==> src/rtl/ucode_pkg.sv <==
package ucode_pkg;

  // Next state for a fixed-table state: bit 1 sends it home, bit 0 advances it.
  function automatic int fixed_next(int s, int i, int nfix);
    if ((i & 2) != 0)
      return 0;
    else if ((i & 1) != 0)
      return (s + 1) % nfix;
    else
      return s;
  endfunction

  // Output field for a fixed-table word: the next state plus one.
  function automatic int fixed_out(int n, int ow);
    return (n + 1) % (1 << ow);
  endfunction

endpackage

==> src/rtl/ucode_rom.sv <==
module ucode_rom #(
  parameter int SW = 4,
  parameter int IW = 2,
  parameter int OW = 4
) (
  input  logic [SW+IW-2:0] addr,
  output logic [SW+OW-1:0] word
);
  localparam int WW    = SW + OW;
  localparam int NFIX  = 1 << (SW - 1);
  localparam int DEPTH = NFIX << IW;

  logic [WW-1:0] rom [DEPTH];

  for (genvar a = 0; a < DEPTH; a++) begin : g_word
    localparam int NX = ucode_pkg::fixed_next(a >> IW, a % (1 << IW), NFIX);
    localparam int OX = ucode_pkg::fixed_out(NX, OW);
    assign rom[a] = {SW'(NX), OW'(OX)};
  end

  assign word = rom[addr];
endmodule

==> src/rtl/patch_ram.sv <==
module patch_ram #(
  parameter int AW = 6,
  parameter int WW = 8
) (
  input  logic          clk,
  input  logic          we,
  input  logic [AW-1:0] waddr,
  input  logic [WW-1:0] wdata,
  input  logic [AW-1:0] raddr,
  output logic [WW-1:0] rdata
);
  localparam int DEPTH = 1 << AW;

  logic [WW-1:0] mem [DEPTH];

  always_ff @(posedge clk) begin
    if (we) mem[waddr] <= wdata;
  end

  assign rdata = mem[raddr];
endmodule

==> src/rtl/patch_map.sv <==
module patch_map #(
  parameter int NB = 8
) (
  input  logic                  clk,
  input  logic                  rst,
  input  logic                  we,
  input  logic [$clog2(NB)-1:0] widx,
  input  logic                  wval,
  input  logic [$clog2(NB)-1:0] ridx,
  output logic                  hit,
  output logic [NB-1:0]         bits
);
  logic [NB-1:0] map_q;

  always_ff @(posedge clk) begin
    if (rst)     map_q       <= '0;
    else if (we) map_q[widx] <= wval;
  end

  assign hit  = map_q[ridx];
  assign bits = map_q;
endmodule

==> src/rtl/word_select.sv <==
module word_select #(
  parameter int WW = 8
) (
  input  logic          upper_state,
  input  logic          patched,
  input  logic [WW-1:0] fixed_word,
  input  logic [WW-1:0] ram_word,
  output logic [WW-1:0] word
);
  always_comb begin
    if (upper_state || patched) word = ram_word;
    else                        word = fixed_word;
  end
endmodule

==> src/rtl/ucode_fsm.sv <==
module ucode_fsm #(
  parameter int SW = 4,
  parameter int IW = 2,
  parameter int OW = 4
) (
  input  logic             clk,
  input  logic             rst,
  input  logic [IW-1:0]    in_vec,
  output logic [OW-1:0]    out_vec,
  input  logic             wr_en,
  input  logic [SW+IW-1:0] wr_addr,
  input  logic [SW+OW-1:0] wr_data,
  input  logic             pmap_we,
  input  logic [SW-2:0]    pmap_state,
  input  logic             pmap_on
);
  localparam int AW   = SW + IW;
  localparam int WW   = SW + OW;
  localparam int NFIX = 1 << (SW - 1);

  logic [SW-1:0]   state_q;
  logic [AW-1:0]   addr;
  logic [WW-1:0]   rom_word;
  logic [WW-1:0]   ram_word;
  logic [WW-1:0]   word;
  logic            map_hit;
  logic [NFIX-1:0] pmap_bits;

  assign addr = {state_q, in_vec};

  ucode_rom #(.SW(SW), .IW(IW), .OW(OW)) u_rom (
    .addr (addr[AW-2:0]),
    .word (rom_word)
  );

  patch_ram #(.AW(AW), .WW(WW)) u_ram (
    .clk   (clk),
    .we    (wr_en),
    .waddr (wr_addr),
    .wdata (wr_data),
    .raddr (addr),
    .rdata (ram_word)
  );

  patch_map #(.NB(NFIX)) u_map (
    .clk  (clk),
    .rst  (rst),
    .we   (pmap_we),
    .widx (pmap_state),
    .wval (pmap_on),
    .ridx (state_q[SW-2:0]),
    .hit  (map_hit),
    .bits (pmap_bits)
  );

  word_select #(.WW(WW)) u_sel (
    .upper_state (state_q[SW-1]),
    .patched     (map_hit),
    .fixed_word  (rom_word),
    .ram_word    (ram_word),
    .word        (word)
  );

  always_ff @(posedge clk) begin
    if (rst) begin
      state_q <= '0;
      out_vec <= '0;
    end else begin
      state_q <= word[WW-1:OW];
      out_vec <= word[OW-1:0];
    end
  end
endmodule

==> config.mk <==
export PLATFORM = sky130hd
export DESIGN_NAME = ucode_fsm
export DESIGN_NICKNAME = d
export VERILOG_FILES = /design/src/rtl/ucode_pkg.sv /design/src/rtl/ucode_rom.sv /design/src/rtl/patch_ram.sv /design/src/rtl/patch_map.sv /design/src/rtl/word_select.sv /design/src/rtl/ucode_fsm.sv
export SDC_FILE = /design/constraint.sdc
export NUM_CORES = 1
export LEC_CHECK = 0
export BUFFER_PORTS_ARGS = -buffer_cell sky130_fd_sc_hd__buf_2
export CAP_MARGIN = 20
export CORE_MARGIN = 2
export CORE_UTILIZATION = 50
export CTS_BUF_LIST = sky130_fd_sc_hd__clkbuf_4
export CTS_CLUSTER_SIZE = 10
export DETAILED_ROUTE_END_ITERATION = 16
export PLACE_DENSITY_LB_ADDON = 0.3
export SYNTH_ARGS = -nofsm -noshare
export SYNTH_HDL_FRONTEND = slang
export SYNTH_SLANG_ARGS = --single-unit
export TNS_END_PERCENT = 1
==> constraint.sdc <==
create_clock -name clk -period 3.66 [get_ports clk]
set_input_delay 0.549 -clock clk [delete_from_list [all_inputs] [get_ports clk]]
set_output_delay 0.549 -clock clk [all_outputs]
set_load 0.02 [all_outputs]
==> flow_metrics.py <==
metrics = {
    "critical_path": {
        "setup.worst_path.end_class": "flop",
        "max_stage_delay_ps": 770,
        "cpMostUsedCell": "sky130_fd_sc_hd__nor2_1",
        "path_max_fanout": 38,
        "cp_num_buf_inv": 0,
        "crit_path_start_kind": "flop",
        "crit_family": "simple AND/OR/NAND/NOR gates",
        "required_ps": 4410,
        "r2r.worst_path.cells": 6,
        "cp_data_arrival_time_ps": 3490,
        "crit_chain": "mux4_2 -> mux2_2 -> nor2_1 -> nor2_1 -> o221ai_1 -> nand3_1",
        "critical_path_depth": 6,
        "cell_at_the_slowest_stage_of_the_critical_path": "sky130_fd_sc_hd__dfxtp_4",
        "timing_worst_setup_path_type": "reg -> reg",
    },
    "timing": {
        "setup_tns_ps": 0,
        "max_freq_mhz": 364,
        "post-route-period-util_pct": 75.1,
        "fin_worst_skew_ps": 70.2,
        "worst_slew_pin_slew_ps": 1140,
        "timing.slew.headroom_pct": 23.8,
        "fin_hold_viols": 0,
        "final_setup_margin_ps": 912,
        "rsz0062_at_grt": "no",
        "min_period_ps": 2750,
        "setup_violations": 0,
        "maxSlewViolCount": 0,
    },
    "route": {
        "drtIter0Drc": 1230,
        "drt-pass1-iter-count": 5,
        "wl_per_cell_um": 26.1,
        "antenna_left": 0,
        "routed_wl_mm": 47.3,
        "post_drt_via_cell_ratio": 6.06,
        "vias": 11000,
        "post-route-drc-count": 0,
    },
    "yosys": {
        "synthXorXnorAreaFrac_pct": 0.167,
        "yosys.area_share.adder_pct": 0,
        "ys.warnings.count": 0,
        "postSynthRegisterBits": 528,
        "share_of_the_synthesized_area_in_compound_gates_ao_oa_aoi_oai_pct": 2.13,
        "ys_types": 47,
        "syn-mean-instance-area_um2": 20.2,
        "synth.cell_area_um2": 20900,
        "synthCells": 1036,
        "synth.net_count": 1060,
        "combinational_family_with_the_most_area_after_synthesis": "multiplexers",
        "synth.area.mux_share_pct": 16.9,
        "post_synthesis_share_of_cell_area_spent_on_and_or_nand_and_nor_gates_pct": 3.94,
        "seq_area_frac_synth_pct": 75.0,
    },
    "cts": {
        "cts-resized-gates": 0,
        "clock_latency_ps": 840,
        "cts-root-buf": "sky130_fd_sc_hd__clkbuf_4",
        "clock_tree_from_tritoncts": "yes",
        "ctsLongestPathBuffers": 3,
        "total_clock_buffers_created_by_cts": 135,
        "clock_sinks": 528,
        "htree_levels": 4,
        "postCtsSetupBuffers": 0,
        "clk_pin_slew_ps": 70,
    },
    "power_and_ir_drop": {
        "p_per_area_nw_per_um2": 522,
        "power_leakage_nw": 7.65,
        "switching_power_mw": 2.70,
        "clockPowerShare_pct": 40.4,
        "vdd_drop_max_uv": 363,
        "cellInternalPower_mw": 9.62,
        "netSwitchingFraction_pct": 21.9,
        "comb_power_share_pct": 5.2,
        "seq_power_share_pct": 54.4,
    },
    "global_route": {
        "groute.layer.met2.usage_pct": 33.4,
        "met3_usage_pct": 5.79,
        "global_route_wire_length_before_repair_mm": 70.0,
        "groute.layer.met1.usage_pct": 30.9,
        "grt_pass1_vias": 11000,
        "largest_net_degree_at_the_start_of_global_routing": 65,
        "track_usage_pct": 22.2,
        "gr-max-usage-layer": "met2",
        "leftover_overflow_at_the_end_of_global_routing": 0,
        "antenna_found_initial": 5,
    },
    "floorplanning": {
        "die_w_um": 209,
        "die_height_um": 209,
        "ioPinCount": 28,
        "core.rowCount": 74,
        "initial_core_util_pct": 50.9,
        "design.core.area_um2": 41100,
        "die_area_um2": 43500,
    },
    "final_layout": {
        "fraction_of_final_layout_cells_with_drive_strength_greater_than_1_pct": 32.6,
        "final_common_cell": "sky130_fd_sc_hd__edfxtp_1",
        "mostFrequentLayoutCells": "sky130_fd_sc_hd__edfxtp_1 (512), sky130_fd_sc_hd__clkbuf_4 (186), sky130_fd_sc_hd__mux4_2 (118), sky130_fd_sc_hd__nor2_1 (81), sky130_fd_sc_hd__mux2i_1 (67)",
        "nNetsFinal": 1218,
        "area_growth_pct": 12.8,
        "fillers": 3168,
    },
    "place": {
        "finalWeightedCongestion": 0.836,
        "detailedPlace.worstSlack_ps": 795,
        "place.port_buffers": 27,
        "sum_of_net_half_perimeters_after_detailed_placement_mm": 28.1,
    },
    "flow_run": {
        "max_cap_violations": 0,
    },
    "worst_hold_path": {
        "type_of_the_most_critical_hold_path": "in -> reg",
        "hold_path_depth": 3,
    },
    "run_status": {
        "run_status": "finished clean",
    },
}
## area by class of cell
| cell class | count | area, um^2 | share of cell area (%) |
|---|---|---|---|
| Antenna cell | 2 | 5.00 | 0.0212 |
| Clock buffer | 186 | 1400 | 5.91 |
| Multi-Input combinational cell | 446 | 4850 | 20.5 |
| Sequential cell | 528 | 15700 | 66.5 |
| Clock inverter | 36 | 284 | 1.20 |
| Timing Repair Buffer | 82 | 708 | 3.00 |
| Tap cell | 532 | 666 | 2.82 |
| Inverter | 1 | 3.75 | 0.0159 |
## state kept, by name, summed over array words and instances (netlist names)
name,count
u_ram.mem,512
u_map.bits,8
out_vec,4
state_q,4
## worst reg2reg max path: cells and delay by family, from the launching register on
kind | cells | cell delay [ps]
DFF | 1 | 770
muxes | 2 | 560
AOI/OAI and AO/OA | 1 | 390
and+or+nand+nor | 3 | 940
## cell usage after synthesis, drive strengths merged
| master | instances | area (um^2) |
|---|---|---|
| a2111oi | 1 | 8.76 |
| a211oi | 4 | 30.0 |
| a21oi | 8 | 40.0 |
| a221oi | 3 | 26.3 |
| a22o | 4 | 35.0 |
| a22oi | 8 | 60.1 |
| a31oi | 6 | 37.5 |
| a32oi | 2 | 17.5 |
| and2 | 2 | 12.5 |
| buf | 40 | 304 |
| clkbuf | 21 | 78.8 |
| dfxtp | 16 | 320 |
| edfxtp | 512 | 15400 |
| inv | 1 | 3.75 |
| mux2 | 14 | 158 |
| mux2i | 67 | 671 |
| mux4 | 120 | 2710 |
| nand2 | 21 | 78.8 |
| nand2b | 7 | 43.8 |
| nand3 | 19 | 95.1 |
| nand3b | 3 | 22.5 |
| nand4 | 5 | 31.3 |
| nand4b | 3 | 26.3 |
| nor2 | 81 | 304 |
| nor2b | 15 | 93.8 |
| nor3 | 11 | 55.1 |
| nor3b | 2 | 15.0 |
| nor4 | 1 | 6.26 |
| o2111a | 1 | 11.3 |
| o2111ai | 1 | 8.76 |
| o211ai | 4 | 30.0 |
| o21a | 1 | 7.51 |
| o21ai | 13 | 65.1 |
| o221ai | 4 | 35.0 |
| o22ai | 4 | 25.0 |
| o31ai | 1 | 7.51 |
| or2 | 2 | 12.5 |
| or3 | 3 | 18.8 |
| or3b | 1 | 8.76 |
| xnor2 | 4 | 35.0 |
## logic make-up after synthesis
family,count (synthesis)
AOI/OAI and AO/OA,65
xor gates and xnor gates,4
buffers and inverters,62
DFF,528
muxes,201
and+or+nand+nor,176
## layer usage
metal	part of all wire, %	vias up
met5	0.078	-
met4	3.5	6
met3	8.7	126
met2	47	557
met1	41	5644
li1	-	4651
## power groups by stage
| stage | clock (mW) | combinational [mW] | sequential [mW] |
|---|---|---|---|
| detailed placement | 0 | 0.623 | 6.83 |
| CTS | 5.09 | 0.626 | 6.70 |
| global route | 5.39 | 0.678 | 6.70 |
| global placement | 0 | 0.614 | 6.83 |
| floorplan | 0 | 0.388 | 6.81 |
| finish | 4.97 | 0.639 | 6.70 |
## through the flow
step | std cells | power, mW | util [%] | hold slack, ps | area [um^2]
floorplan | 1036 | 7.20 | - | 455 | 20900
global placement | 1582 | 7.45 | 53.0 | 470 | 21800
detailed placement | 1582 | 7.46 | 53.0 | 483 | 21800
CTS | 1805 | 12.4 | 57.1 | 6.83 | 23500
global route | 1813 | 12.8 | 57.4 | 53.8 | 23600
finish | 1813 | 12.3 | 57.4 | 83.0 | 23600
## final timing paths
| check | from | to | slack (ps) |
|---|---|---|---|
| hold / removal | pmap_on | u_map.bits[3]$_SDFFE_PP0P_ | 80 |
| setup / recovery | state_q[0]$_SDFF_PP0_ | out_vec[1]$_SDFF_PP0_ | 910 |
| hold reg to reg | u_map.bits[2]$_SDFFE_PP0P_ | u_map.bits[2]$_SDFFE_PP0P_ | 490 |
| setup reg to reg | state_q[0]$_SDFF_PP0_ | out_vec[1]$_SDFF_PP0_ | 910 |
## timing repair
item | 4_1_cts | 5_1_grt
hold buffers | 1 | 0
hold endpoints to repair | 2 | 0
setup endpoints to repair | 0 | 0
(Power assumes the default switching activity.)
